File: src/rtl/mac_pkg.sv
package mac_pkg;

  typedef enum logic [1:0] {
    OP_CLEAR = 2'b00,
    OP_LOAD  = 2'b01,
    OP_ADD   = 2'b10,
    OP_SUB   = 2'b11
  } macOp_e;

  typedef enum logic [1:0] {
    RND_TRUNC     = 2'b00,
    RND_NEAREST   = 2'b01,
    RND_CONVERGE  = 2'b10,
    RND_TRUNC_ALT = 2'b11
  } rndMode_e;

  typedef struct packed {
    logic clear;
    logic load;
    logic add;
    logic sub;
    logic store;
  } macStb_t;

endpackage

File: src/rtl/mac_ctrl.sv
module mac_ctrl
  import mac_pkg::*;
(
  input  logic    clk,
  input  logic    rstN,
  input  logic    opValid,
  input  logic [1:0] opSel,
  input  logic    storeEn,
  output macStb_t stb
);

  always_comb begin
    stb = '0;
    stb.store = storeEn;
    if (opValid) begin
      case (macOp_e'(opSel))
        OP_CLEAR: stb.clear = 1'b1;
        OP_LOAD:  stb.load  = 1'b1;
        OP_ADD:   stb.add   = 1'b1;
        OP_SUB:   stb.sub   = 1'b1;
        default:  stb.clear = 1'b0;
      endcase
    end
  end

  AST_ONE_ACC_STROBE: assert property (@(posedge clk) disable iff (!rstN)
    $onehot0({stb.clear, stb.load, stb.add, stb.sub}) && (opValid == (|{stb.clear, stb.load, stb.add, stb.sub})));

endmodule

File: src/rtl/mac_rounder.sv
module mac_rounder
  import mac_pkg::*;
#(
  parameter int DW   = 16,
  parameter int ACCW = 40
) (
  input  logic [ACCW-1:0] accIn,
  input  logic [1:0]      roundSel,
  input  logic            satEn,
  output logic [DW-1:0]   wordOut,
  output logic            outOfRange
);

  localparam int DROP  = DW - 1;
  localparam int KEEPW = ACCW - DROP;
  localparam int RW    = KEEPW + 1;

  localparam logic signed [RW-1:0] MAXV = {{(RW-DW+1){1'b0}}, {(DW-1){1'b1}}};
  localparam logic signed [RW-1:0] MINV = {{(RW-DW+1){1'b1}}, {(DW-1){1'b0}}};
  localparam logic [DW-1:0] MAXW = {1'b0, {(DW-1){1'b1}}};
  localparam logic [DW-1:0] MINW = {1'b1, {(DW-1){1'b0}}};

  logic [KEEPW-1:0]      kept;
  logic                  halfBit;
  logic                  sticky;
  logic                  incr;
  logic signed [RW-1:0]  rounded;

  assign kept    = accIn[ACCW-1:DROP];
  assign halfBit = accIn[DROP-1];
  assign sticky  = |accIn[DROP-2:0];

  always_comb begin
    case (rndMode_e'(roundSel))
      RND_NEAREST:  incr = halfBit;
      RND_CONVERGE: incr = halfBit & (sticky | kept[0]);
      default:      incr = 1'b0;
    endcase
  end

  assign rounded    = signed'({kept[KEEPW-1], kept}) + signed'({{(RW-1){1'b0}}, incr});
  assign outOfRange = (rounded > MAXV) || (rounded < MINV);

  always_comb begin
    if (satEn && outOfRange) wordOut = rounded[RW-1] ? MINW : MAXW;
    else                     wordOut = rounded[DW-1:0];
  end

endmodule

File: src/rtl/mac_datapath.sv
module mac_datapath
  import mac_pkg::*;
#(
  parameter int DW    = 16,
  parameter int GUARD = 8,
  parameter int ACCW  = 2*DW + GUARD
) (
  input  logic            clk,
  input  logic            rstN,
  input  macStb_t         stb,
  input  logic [DW-1:0]   opA,
  input  logic [DW-1:0]   opB,
  input  logic            satEn,
  input  logic [DW-1:0]   roundedWord,
  input  logic            roundedOvf,
  output logic [ACCW-1:0] accQ,
  output logic [DW-1:0]   resultQ,
  output logic            ovfQ
);

  localparam int PW = 2 * DW;
  localparam logic [DW-1:0] MAXW = {1'b0, {(DW-1){1'b1}}};
  localparam logic [DW-1:0] MINW = {1'b1, {(DW-1){1'b0}}};

  logic signed [PW-1:0] product;
  logic [ACCW-1:0]      productExt;

  assign product    = signed'(opA) * signed'(opB);
  assign productExt = {{GUARD{product[PW-1]}}, product};

  always_ff @(posedge clk or negedge rstN) begin
    if (!rstN)          accQ <= '0;
    else if (stb.clear) accQ <= '0;
    else if (stb.load)  accQ <= productExt;
    else if (stb.add)   accQ <= accQ + productExt;
    else if (stb.sub)   accQ <= accQ - productExt;
  end

  always_ff @(posedge clk or negedge rstN) begin
    if (!rstN) begin
      resultQ <= '0;
      ovfQ    <= 1'b0;
    end else if (stb.store) begin
      resultQ <= roundedWord;
      ovfQ    <= roundedOvf;
    end
  end

  AST_ACC_HOLD: assert property (@(posedge clk) disable iff (!rstN)
    !(stb.clear || stb.load || stb.add || stb.sub) |=> $stable(accQ));

  AST_ACC_CLEAR: assert property (@(posedge clk) disable iff (!rstN)
    stb.clear |=> (accQ == '0));

  AST_RESULT_HOLD: assert property (@(posedge clk) disable iff (!rstN)
    !stb.store |=> ($stable(resultQ) && $stable(ovfQ)));

  AST_SAT_CLAMP: assert property (@(posedge clk) disable iff (!rstN)
    (stb.store && satEn && roundedOvf) |=> (resultQ == MAXW || resultQ == MINW));

endmodule

File: src/rtl/fxp_mac.sv
module fxp_mac
  import mac_pkg::*;
#(
  parameter int DW    = 16,
  parameter int GUARD = 8,
  localparam int ACCW = 2*DW + GUARD
) (
  input  logic            clk,
  input  logic            rstN,
  input  logic [DW-1:0]   opA,
  input  logic [DW-1:0]   opB,
  input  logic            opValid,
  input  logic [1:0]      opSel,
  input  logic [1:0]      roundSel,
  input  logic            satEn,
  input  logic            storeEn,
  output logic [ACCW-1:0] accOut,
  output logic [DW-1:0]   resultOut,
  output logic            ovfFlag
);

  macStb_t         stb;
  logic [DW-1:0]   roundedWord;
  logic            roundedOvf;

  mac_ctrl u_ctrl (
    .clk     (clk),
    .rstN    (rstN),
    .opValid (opValid),
    .opSel   (opSel),
    .storeEn (storeEn),
    .stb     (stb)
  );

  mac_rounder #(.DW(DW), .ACCW(ACCW)) u_rounder (
    .accIn      (accOut),
    .roundSel   (roundSel),
    .satEn      (satEn),
    .wordOut    (roundedWord),
    .outOfRange (roundedOvf)
  );

  mac_datapath #(.DW(DW), .GUARD(GUARD), .ACCW(ACCW)) u_datapath (
    .clk         (clk),
    .rstN        (rstN),
    .stb         (stb),
    .opA         (opA),
    .opB         (opB),
    .satEn       (satEn),
    .roundedWord (roundedWord),
    .roundedOvf  (roundedOvf),
    .accQ        (accOut),
    .resultQ     (resultOut),
    .ovfQ        (ovfFlag)
  );

endmodule

File: config.mk
export PLATFORM = sky130hd
export DESIGN_NAME = fxp_mac
export DESIGN_NICKNAME = d
export VERILOG_FILES = /design/src/rtl/mac_pkg.sv /design/src/rtl/mac_ctrl.sv /design/src/rtl/mac_rounder.sv /design/src/rtl/mac_datapath.sv /design/src/rtl/fxp_mac.sv
export SDC_FILE = /design/constraint.sdc
export NUM_CORES = 1
export LEC_CHECK = 0
export ABC_AREA = 1
export BUFFER_PORTS_ARGS = -buffer_cell sky130_fd_sc_hd__clkbuf_2
export CELL_PAD_IN_SITES_DETAIL_PLACEMENT = 0
export CELL_PAD_IN_SITES_GLOBAL_PLACEMENT = 1
export CORE_ASPECT_RATIO = 0.6
export CORE_MARGIN = 10
export CORE_UTILIZATION = 51
export CTS_CLUSTER_DIAMETER = 30
export DETAILED_ROUTE_END_ITERATION = 6
export HOLD_SLACK_MARGIN = 0.06
export PLACE_DENSITY = 0.94
export SYNTH_ARGS = -nofsm -noshare
export SYNTH_HDL_FRONTEND = slang
export SYNTH_SLANG_ARGS = --single-unit
File: constraint.sdc
create_clock -name clk -period 7.8 [get_ports clk]
set_clock_uncertainty 0.15 [all_clocks]
set_input_delay 1.56 -clock clk [delete_from_list [all_inputs] [get_ports clk]]
set_output_delay 1.56 -clock clk [all_outputs]
set_load 0.01 [all_outputs]
# After elaboration in Yosys (flattened, before gate mapping)

Cells that the tools add are included.

$add $sub $neg: 3
Bitwise operators: 2
Multiplexer cells: 12
Reductions and logical operators: 5
Equality and inequality tests: 5
Multipliers: 1
Magnitude comparators: 2

Operators by type and width:

| operator             | count |
|---|---|
| $mux 40              | 4 |
| $add 40x40->40       | 1 |
| $sub 40x40->40       | 1 |
| $mul 16x16->32       | 1 |
| $mux 16              | 2 |
| $add 25x2->26        | 1 |
| $gt 26x16->1 const B | 1 |
| $lt 26x16->1 const B | 1 |
| $reduce_or 14->1     | 1 |
| $eq 2x2->1 const B   | 3 |
| $eq 2x1->1 const B   | 2 |
| $mux 1               | 4 |
| $mux 4               | 1 |
| $reduce_bool 4->1    | 1 |
| $logic_not 2->1      | 1 |
| $pmux 1 s2           | 1 |
| $and 1x1->1          | 1 |
| $logic_and 1x1->1    | 1 |
| $logic_or 1x1->1     | 1 |
| $or 1x1->1           | 1 |

Register bits after elaboration: 57
Word-level logic and storage cells: 33
Bits of input ports: 41

# Logic depth before layout (Yosys ltp)

Gate-level depths: netlist (run 1).

Depth after elaboration: 9
Mapped depth: 51
Mapped depth without buffers: 49

# By module

A second synthesis (run 1) with hierarchy kept.

Cells, all modules: 2630
Area total of the unflattened synthesis: 18117.4 µm²

By module, submodules not included:

| module       | cells each | area an instance (µm²) | sequential area each (µm²) | times used |
|---|---|---|---|---|
| mac_datapath | 2384       | 16896.2                | 1426.4                     | 1 |
| mac_rounder  | 237        | 1183.6                 | 0.0                        | 1 |
| mac_ctrl     | 9          | 37.5                   | 0.0                        | 1 |

# Least setup slack after synthesis (run 1)

OpenSTA, ideal clock, no wires.

Kind: input-to-reg
Start: input port opA[5]
End: register u_datapath.accQ[35]
Stages on the path: 39
Path slack: -1.406 ns
Data required time: 7.529 ns
Arrival: 8.935 ns
Path buffers: 2
Cells stage by stage: clkbuf_1 -> clkbuf_1 -> nand2_1 -> fa_1 -> inv_1 -> fa_1 -> inv_1 -> fa_1 -> inv_1 -> fa_1 -> fa_1 -> inv_1 -> fa_1 -> inv_1 -> ha_1 -> nand2_1 -> inv_1 -> nand2_1 -> (+3 left out) -> xnor2_2 -> inv_1 -> nor2_1 -> inv_1 -> nor2_2 -> nand2_1 -> o31ai_1 -> xor2_1 -> ha_1 -> a21oi_1 -> o21a_1 -> o21ai_0 -> a221oi_1 -> o21ai_0 -> nand2_1 -> a21o_1 -> nand3_1 -> a22o_1

Cells in the longest elaborated chain, start to end: 6
Elaborated cells on any way between the ends: 7
Classes of those cells: 2 x add/sub; 1 x mul; 4 x mux

RTL lines:

| element              | line               | RTL |
|---|---|---|
| start, declared      | fxp_mac.sv:10      | `input logic [DW-1:0] opA,` |
| $mul 16x16->32 *     | mac_datapath.sv:28 | `assign product = signed'(opA) * signed'(opB);` |
| $sub 40x40->40       | mac_datapath.sv:36 | `else if (stb.sub) accQ <= accQ - productExt;` |
| $mux 40              | mac_datapath.sv:36 |  |
| $mux 40              | mac_datapath.sv:35 | `else if (stb.add) accQ <= accQ + productExt;` |
| $mux 40 *            | mac_datapath.sv:34 | `else if (stb.load) accQ <= productExt;` |
| $mux 40 *            | mac_datapath.sv:33 | `else if (stb.clear) accQ <= '0;` |
| end signal, assigned | mac_datapath.sv:34 |  |
| end signal, assigned | mac_datapath.sv:35 |  |
| end signal, assigned | mac_datapath.sv:36 |  |
| end, declared        | mac_datapath.sv:16 | `output logic [ACCW-1:0] accQ,` |

Mark *: on every way between the ends. The rest lies on a longest branch, timed or not. The select of a mux whose other input is x is not followed.
A chain may end at the register's enable or synchronous reset.

# Worst setup path after layout (run 1)

Start: input port opA[7]
End: register u_datapath.accQ[36]

Same word-level chain as after synthesis.

==> impl_metrics.py, run 1 <==
metrics = {
    "outcome": {
        "status": "complete, but fails checks",
        "violations": "negative setup slack",
    },
    "synthesis": {
        "synthesis.nets": 3041,
        "synth_enable_flop_cells": 0,
        "synthCells": 2608,
        "ys.flop_type": "dfrtp_1",
        "synth.most_common_cell": "nand2_1",
        "synth_area_leaders": "fa_1, nand2_1, inv_1, ha_1, dfrtp_1",
        "ys_seq_elements": 57,
        "ys_seq_area_share_pct": 7.997,
        "async_reset_ff_share_pct": 100.0,
        "yosysTopAreaCellShare_pct": 29.52,
        "synth_area_um2": 17840,
        "ys_warn_count": 0,
        "yosys-top-cells-count": "nand2_1, inv_1, fa_1",
        "post_synth.cell_area_avg_um2": 6.839,
        "synth_top_cell_by_area": "fa_1",
        "synth_cell_types": 58,
    },
    "sta": {
        "setup_slack_ns": -1.296,
        "period_share_pct": 116.6,
        "fmax_ghz": 0.1099,
        "setup_viol": 28,
        "layout_min_cycle_time_ns": 9.096,
        "slew_headroom_pct": 34.88,
        "fin_setup_tns_ns": -25.42,
        "hold_violations": 0,
        "final_max_slew_viol_count": 0,
        "rsz0062_at_grt": "yes",
        "worstMarginPinSlew_ns": 0.9758,
    },
    "die": {
        "start_util_pct": 52.32,
        "core_um2": 34090,
        "placementRows": 52,
        "io_pins": 98,
        "die_w_um": 261.4,
        "die_y_um": 164.9,
        "dieArea_um2": 43100,
    },
    "critical_path": {
        "critical_path_arrival_ns": 9.22,
        "r2r_start": "u_datapath.accQ[11]",
        "crit_path_end_kind": "flip-flop",
        "max_stage_delay_ns": 0.55,
        "path_class": "primary input to flip-flop",
        "critical-path-slowest-cell": "fa_1",
        "r2r_setup_slack_ns": 3.72,
        "start_kind": "primary input",
        "ff2ff_path_depth": 23,
        "cpMostUsedCell": "fa_1",
        "crit_fanout": 7,
        "r2r-end": "u_datapath.resultQ[2]",
        "cp.required_ns": 7.92,
    },
    "routing": {
        "vias": 19680,
        "wl_per_cell_um": 18.02,
        "met3RoutedLength_um": 7433,
        "wl_um": 65640,
        "via_per_inst": 5.401,
        "dr.pass1.iters": 6,
        "drc": 0,
        "wl_met1_um": 26740,
        "dr_wl_met2_um": 29630,
        "highest_layer": "met4",
        "drtIter0Drc": 2082,
        "final_antenna_net_count": 0,
    },
    "place": {
        "numPortBuffers": 97,
        "dp.final_hpwl_um": 48770,
        "gp_congestion": 1.038,
        "place_inst": 3494,
    },
    "grt": {
        "grt_usage_pct": 28.47,
        "grt_pass1_vias": 19590,
        "overflow": 0,
        "antenna_found_initial": 0,
        "grt_max_degree": 58,
        "grt_pass1_wl_um": 98610,
    },
    "cts": {
        "path_clk_slew_ns": 0.06,
        "cts_hold_buf": 0,
        "cts_root_buffer": "clkbuf_16",
        "htreeDepth": 3,
        "numCtsBuffers": 9,
        "tritoncts": "built",
        "cts.sinks": 57,
        "clock_latency_ns": 0.36,
        "clock_path_buffers": 2,
    },
    "layout": {
        "instances_no_fill": 3643,
        "post-route-util_pct": 76.57,
        "syn_to_final_growth_pct": 46.35,
        "nets": 3612,
        "antenna_cells": 0,
        "drive_above_1_share_pct": 39.92,
    },
    "min_path": {
        "worstHoldStart": "u_datapath.resultQ[14]",
        "worstHoldPathCells": 2,
        "min_to": "u_datapath.resultQ[14]",
        "holdCritPathClass": "flip-flop to flip-flop",
    },
    "job": {
        "drv_cap": 0,
    },
}
stage by stage:
step                setup slack, ns  cell area, µm²  hold slack (ns)
floorplan                   -0.7813           18940           0.3655
global placement             -1.728           22440           0.3129
detailed placement           -2.031           22440           0.3157
CTS                         -0.9482           24500           0.3344
global route                 -1.492           26100           0.3621
finish                       -1.296           26100           0.3302
sequential cells by signal, summed over array words and instances, names as in the netlist:
register / count
u_datapath.accQ: 40
u_datapath.resultQ: 16
u_datapath.ovfQ: 1
placed cells by master, fill, tap and decap left out, types with 50 or more instances in the layout:
cell	netlist	layout
inv_2	6	114
nand3_1	72	50
nor2_1	149	72
xor2_1	60	51
dfrtp_1	57	57
clkbuf_2	0	69
nand2_1	729	559
fa_1	263	243
buf_6	0	51
nor2_4	4	57
nand2_2	13	143
ha_1	129	79
inv_1	697	584
buf_4	1	485
per-layer routing:
| metal | vias to the layer above | GRT usage, % |
|---|---|---|
| li1 | 8849 | - |
| met1 | 9532 | 39.64 |
| met2 | 1103 | 44.54 |
| met3 | 191 | 6.767 |
| met4 | 0 | 5.758 |
| met5 | - | 0 |
worst max path at each step:
stage,from,endpoint,slack [ns],cells past startpoint
floorplan,opA[6],u_datapath.accQ[35],-0.78,40
global placement,opA[15],u_datapath.accQ[36],-1.73,38
detailed placement,opA[15],u_datapath.accQ[36],-2.03,38
CTS,opB[3],u_datapath.accQ[36],-0.95,39
global route,opB[6],u_datapath.accQ[36],-1.49,44
finish,opA[7],u_datapath.accQ[36],-1.30,41
repair_timing:
action | in CTS | in global routing
cloned | 1 | 1
endpoints found under the setup margin | 28 | 30
resized for setup | 334 | 352
buffers inserted | 79 | 56
pin swaps | 206 | 223
cell type report:
type | count | area [µm²]
clock buffer | 10 | 229.0
tap | 459 | 574.3
sequential | 57 | 1426
inverter | 706 | 2663
clock inverter | 6 | 58.81
multi-input combinational | 1767 | 16040
timing repair buffer | 638 | 5111
fill | 2293 | 7989
logic make-up (layout without fill, tap and decap cells):
kind of cell / Yosys count / in the layout / share of synthesized area [%]
flops: 57 / 57 / 7.997
simple gates: 1072 / 1072 / 25.45
fa+ha+maj: 392 / 392 / 38.57
xor+xnor: 77 / 77 / 3.865
buf+inv: 784 / 1360 / 16.79
compound gates: 226 / 226 / 7.330
worst max-delay path, delay by kind of cell:
family | cells | cell delay [ns]
buffers and inverters | 9 | 0.77
XOR/XNOR | 1 | 0.21
AO/OA/AOI/OAI | 8 | 1.10
AND/OR/NAND/NOR | 15 | 1.89
adder cells (fa/ha/maj) | 8 | 3.64
Power of run 1 is not shown: default switching activity piles up to over one toggle a cycle in this logic, so the estimate is an artifact.
==> run 2: changes to the inputs <==
--- a/config.mk
+++ b/config.mk
@@ -11,11 +11,12 @@
 export CELL_PAD_IN_SITES_GLOBAL_PLACEMENT = 1
 export CORE_ASPECT_RATIO = 0.6
 export CORE_MARGIN = 10
-export CORE_UTILIZATION = 51
+export CORE_UTILIZATION = 47
 export CTS_CLUSTER_DIAMETER = 30
 export DETAILED_ROUTE_END_ITERATION = 6
 export HOLD_SLACK_MARGIN = 0.06
-export PLACE_DENSITY = 0.94
+export PLACE_DENSITY = 0.88
+export SKIP_LAST_GASP = 1
 export SYNTH_ARGS = -nofsm -noshare
 export SYNTH_HDL_FRONTEND = slang
 export SYNTH_SLANG_ARGS = --single-unit
==> constraint.sdc (replaced) <==
create_clock -name clk -period 10 [get_ports clk]
set_clock_uncertainty 0.15 [all_clocks]
set_input_delay 2 -clock clk [delete_from_list [all_inputs] [get_ports clk]]
set_output_delay 2 -clock clk [all_outputs]
set_load 0.01 [all_outputs]
==> impl_metrics.py, run 2 (synthesis gave the netlist of run 1 again) <==
metrics = {
    "grt": {
        "overflow": 0,
        "grt_pass1_vias": 17010,
        "grt_pass1_wl_um": 91610,
        "antenna_found_initial": 0,
        "grt_usage_pct": 24.74,
        "grt_max_degree": 58,
    },
    "routing": {
        "final_antenna_net_count": 0,
        "drc": 0,
        "wl_um": 56890,
        "vias": 17300,
        "wl_per_cell_um": 16.47,
        "dr.pass1.iters": 5,
        "via_per_inst": 5.011,
        "drtIter0Drc": 1473,
    },
    "die": {
        "start_util_pct": 47.47,
        "die_y_um": 170.9,
        "placementRows": 55,
        "io_pins": 98,
        "core_um2": 37570,
        "die_w_um": 271.5,
        "dieArea_um2": 46400,
    },
    "sta": {
        "layout_min_cycle_time_ns": 9.700,
        "fmax_ghz": 0.1031,
        "worstMarginPinSlew_ns": 0.8445,
        "slew_headroom_pct": 43.35,
        "final_max_slew_viol_count": 0,
        "setup_viol": 0,
        "hold_violations": 0,
        "period_share_pct": 97.00,
    },
    "critical_path": {
        "critical-path-top-delay-family": "adder cells",
        "path_class": "primary input to flip-flop",
        "max_stage_delay_ns": 0.70,
        "cp.required_ns": 10.12,
        "crit_fanout": 9,
        "critical_path_arrival_ns": 9.82,
        "crit_buf_inv": 7,
        "cpMostUsedCell": "nand2_1",
        "start_kind": "primary input",
        "critical-path-slowest-cell": "fa_2",
        "crit_path_end_kind": "flip-flop",
    },
    "place": {
        "gp_congestion": 0.9736,
        "place_area_um2": 20770,
        "dp.final_hpwl_um": 49110,
        "numPortBuffers": 97,
    },
    "job": {
        "drv_cap": 0,
    },
    "layout": {
        "n_fill_cell": 3664,
        "drive_above_1_share_pct": 20.68,
        "syn_to_final_growth_pct": 23.41,
        "nets": 3368,
        "regMostFlops": "u_datapath.accQ",
        "antenna_cells": 0,
        "final_cell_mix": "inv_1, nand2_1, buf_4",
        "fin_area_um2": 22010,
        "final_common_cell": "inv_1",
        "top_regs": "u_datapath.accQ x40, u_datapath.resultQ x16, u_datapath.ovfQ x1",
        "seq_area_um2": 1426,
        "multi_input_area_um2": 14110,
        "largest_reg_flops": 40,
    },
    "cts": {
        "clock_path_buffers": 2,
        "path_clk_slew_ns": 0.06,
        "cts_root_buffer": "clkbuf_16",
        "clock_latency_ns": 0.35,
        "cts.sinks": 57,
        "tritoncts": "built",
        "htreeDepth": 3,
        "cts_hold_buf": 0,
        "numCtsBuffers": 9,
    },
    "min_path": {
        "holdCritPathClass": "flip-flop to flip-flop",
    },
    "outcome": {
        "status": "completed",
    },
}
-- run 2: path summary, 6_finish.rpt --
| check | startpoint | to | slack (ns) | cells past startpoint |
|---|---|---|---|---|
| max | opB[2] | u_datapath.accQ[36] | 0.30 | 39 |
| min reg2reg | u_datapath.resultQ[8] | u_datapath.resultQ[8] | 0.33 | 2 |
| max in group asynchronous | rstN | u_datapath.resultQ[11] | 7.50 | 2 |
| min in group asynchronous | rstN | u_datapath.accQ[3] | 1.65 | 2 |
| max reg2reg | u_datapath.accQ[4] | u_datapath.resultQ[2] | 6.02 | 22 |
| min | u_datapath.resultQ[8] | u_datapath.resultQ[8] | 0.33 | 2 |
-- run 2: layout make-up --
cell class	count	area share [%]
flip-flops and latches	57	6.480
clock inverters	2	0.1592
clock buffers	14	1.245
inverters	706	12.07
well taps	513	2.916
repair buffers	394	13.04
multi-input cells	1767	64.09
-- run 2: what timing repair did --
action / CTS / global route
resized for setup: 34 / 181
endpoints found under the setup margin: 9 / 18
setup buffers: 2 / 18
pin swaps: 8 / 87
-- run 2: per-stage QoR --
stage / hold WS (ns) / utilization (%) / TNS (ns) / instances / setup WS, ns
final: 0.3285 / 58.58 / 0 / 3453 / 0.3003
after CTS: 0.3284 / 56.46 / 0 / 3435 / 0.01377
after global routing: 0.3493 / 58.58 / -0.09226 / 3453 / -0.05817
after global placement: 0.3113 / 55.29 / -4.550 / 3417 / -0.6284
after floorplan: 0.3655 / - / 0 / 2608 / 0.3543
after detailed placement: 0.3139 / 55.29 / -5.805 / 3417 / -0.8309
-- run 2: tightest hold or removal path: stages (launching register included) --
cell,delay (ns)
dfrtp_1,0.34
nand2_1,0.05
nand2_1,0.05
-- run 2: layer usage --
| layer | vias to the layer above | wire length [µm] | global-route usage [%] |
|---|---|---|---|
| li1 | 8363 | - | - |
| met3 | 22 | 4812 | 4.433 |
| met4 | 0 | 273 | 2.190 |
| met5 | - | 0 | 0 |
| met2 | 554 | 23370 | 35.68 |
| met1 | 8365 | 28430 | 38.76 |
Power of run 2 is left out for the same reason.
==> run 3: changes to the inputs <==
--- a/config.mk
+++ b/config.mk
@@ -10,12 +10,11 @@
 export CELL_PAD_IN_SITES_DETAIL_PLACEMENT = 0
 export CELL_PAD_IN_SITES_GLOBAL_PLACEMENT = 1
 export CORE_ASPECT_RATIO = 0.6
-export CORE_MARGIN = 10
-export CORE_UTILIZATION = 47
+export CORE_UTILIZATION = 51
 export CTS_CLUSTER_DIAMETER = 30
 export DETAILED_ROUTE_END_ITERATION = 6
 export HOLD_SLACK_MARGIN = 0.06
-export PLACE_DENSITY = 0.88
+export PLACE_DENSITY = 0.94
 export SKIP_LAST_GASP = 1
 export SYNTH_ARGS = -nofsm -noshare
 export SYNTH_HDL_FRONTEND = slang
==> constraint.sdc (replaced) <==
create_clock -name clk -period 12.12 [get_ports clk]
set_clock_uncertainty 0.15 [all_clocks]
set_input_delay 2.424 -clock clk [delete_from_list [all_inputs] [get_ports clk]]
set_output_delay 2.424 -clock clk [all_outputs]
set_load 0.01 [all_outputs]
==> impl_metrics.py, run 3 (synthesis gave the netlist of run 1 again) <==
metrics = {
    "outcome": {
        "status": "completed",
    },
    "layout": {
        "final_cell_mix": "nand2_1, inv_1, fa_1",
        "largest_reg_flops": 40,
        "regMostFlops": "u_datapath.accQ",
        "n_fill_cell": 3364,
        "final_common_cell": "nand2_1",
        "drive_above_1_share_pct": 7.240,
        "antenna_cells": 0,
        "top_regs": "u_datapath.accQ x40, u_datapath.resultQ x16, u_datapath.ovfQ x1",
        "post-route-util_pct": 55.52,
        "syn_to_final_growth_pct": 6.110,
        "nets": 3081,
    },
    "cts": {
        "clock_latency_ns": 0.35,
        "cts_hold_buf": 0,
        "cts_root_buffer": "clkbuf_16",
        "tritoncts": "built",
        "post_cts_buffers": 0,
        "path_clk_slew_ns": 0.06,
        "cts.sinks": 57,
        "numCtsBuffers": 9,
        "htreeDepth": 3,
        "clock_path_buffers": 2,
    },
    "job": {
        "drv_cap": 0,
    },
    "sta": {
        "layout_min_cycle_time_ns": 11.59,
        "slew_headroom_pct": 33.29,
        "final_max_slew_viol_count": 0,
        "worstMarginPinSlew_ns": 0.9901,
        "fmax_ghz": 0.08627,
        "fin_setup_tns_ns": 0,
        "hold_violations": 0,
        "setup_viol": 0,
        "period_share_pct": 95.64,
        "rsz0062_at_grt": "no",
    },
    "critical_path": {
        "crit_path_end_kind": "flip-flop",
        "crit_buf_inv": 13,
        "critical_path_arrival_ns": 11.64,
        "cpMostUsedCell": "inv_1",
        "critical-path-top-delay-family": "adder cells",
        "cp.required_ns": 12.16,
        "start_kind": "primary input",
        "path_class": "primary input to flip-flop",
        "crit_fanout": 16,
        "max_stage_delay_ns": 0.66,
        "critical-path-slowest-cell": "nor4_2",
    },
    "die": {
        "placementRows": 52,
        "dieArea_um2": 35750,
        "io_pins": 98,
        "die_w_um": 243.4,
        "die_y_um": 146.9,
        "core_um2": 34090,
        "start_util_pct": 52.32,
    },
    "routing": {
        "drtIter0Drc": 1470,
        "wl_um": 50750,
        "drc": 0,
        "final_antenna_net_count": 0,
        "via_per_inst": 5.185,
        "wl_per_cell_um": 16.31,
        "dr.pass1.iters": 5,
        "vias": 16130,
    },
    "min_path": {
        "holdCritPathClass": "flip-flop to flip-flop",
    },
    "grt": {
        "grt_max_degree": 58,
        "grt_pass1_wl_um": 84120,
        "overflow": 0,
        "antenna_found_initial": 0,
        "grt_usage_pct": 29.80,
        "grt_pass1_vias": 15860,
    },
    "place": {
        "numPortBuffers": 97,
        "dp.final_hpwl_um": 43990,
        "gp_congestion": 0.9903,
    },
}
[run 3: changes by cell type in the layout (fill, tap and decap cells not counted), moves of 8 or more]
cell	before	now
buf_6	8	0
clkbuf_4	14	0
ha_1	107	129
buf_4	289	10
nor2_2	25	6
clkbuf_2	73	97
inv_1	686	697
nand2_2	55	13
ha_4	21	0
inv_2	15	6
nand2_1	684	729
nor2_4	19	4
nor2_1	115	149
[run 3: cell type report]
cell class              count  area [µm²]  share of cell area (%)
inverters                 706        2650                   14.00
well taps                 459       574.3                   3.034
repair buffers            107       560.5                   2.962
clock buffers              12       266.5                   1.408
multi-input cells        1767       13430                   70.98
flip-flops and latches     57        1426                   7.536
clock inverters             3       15.01                 0.07933
[run 3: path summary, 6_finish.rpt]
kind | startpoint | end | slack, ns | cells past startpoint
worst max-delay path | opA[5] | u_datapath.accQ[33] | 0.53 | 46
worst min-delay path | u_datapath.resultQ[6] | u_datapath.resultQ[6] | 0.33 | 2
worst max register to register | u_datapath.accQ[5] | u_datapath.resultQ[11] | 8.16 | 21
worst min register to register | u_datapath.resultQ[6] | u_datapath.resultQ[6] | 0.33 | 2
max in group asynchronous | rstN | u_datapath.resultQ[13] | 9.15 | 2
min in group asynchronous | rstN | u_datapath.accQ[8] | 2.10 | 2
[run 3: metrics by stage]
step           hold slack (ns)  cell area [µm²]  instances  worst slack [ns]
2_1_floorplan           0.3655            17840       2608             2.050
3_5_place_dp            0.3162            18630       3096            0.1677
6_report                0.3301            18930       3111            0.5279
5_1_grt                 0.3463            18930       3111           0.02801
3_3_place_gp            0.3146            18630       3096            0.1475
4_1_cts                 0.3319            18910       3111            0.5060
[run 3: repair_timing]
item,4_1_cts,5_1_grt
endpoints found under the hold margin,0,0
endpoints found under the setup margin,0,6
gates resized for setup,0,3
[run 3: per-layer routing]
| layer | part of all wire (%) | up-vias | global-route usage (%) |
|---|---|---|---|
| met3 | 9.8 | 32 | 5.060 |
| met1 | 50 | 7705 | 48.79 |
| met5 | 0 | - | 0 |
| met2 | 39 | 604 | 41.88 |
| li1 | - | 7789 | - |
| met4 | 0.56 | 0 | 2.233 |
[run 3: tightest hold or removal path: stages, from the launching register on]
cell,delay (ns)
dfrtp_1,0.34
nand2_1,0.05
nand2_1,0.06
Power of run 3 is left out for the same reason.
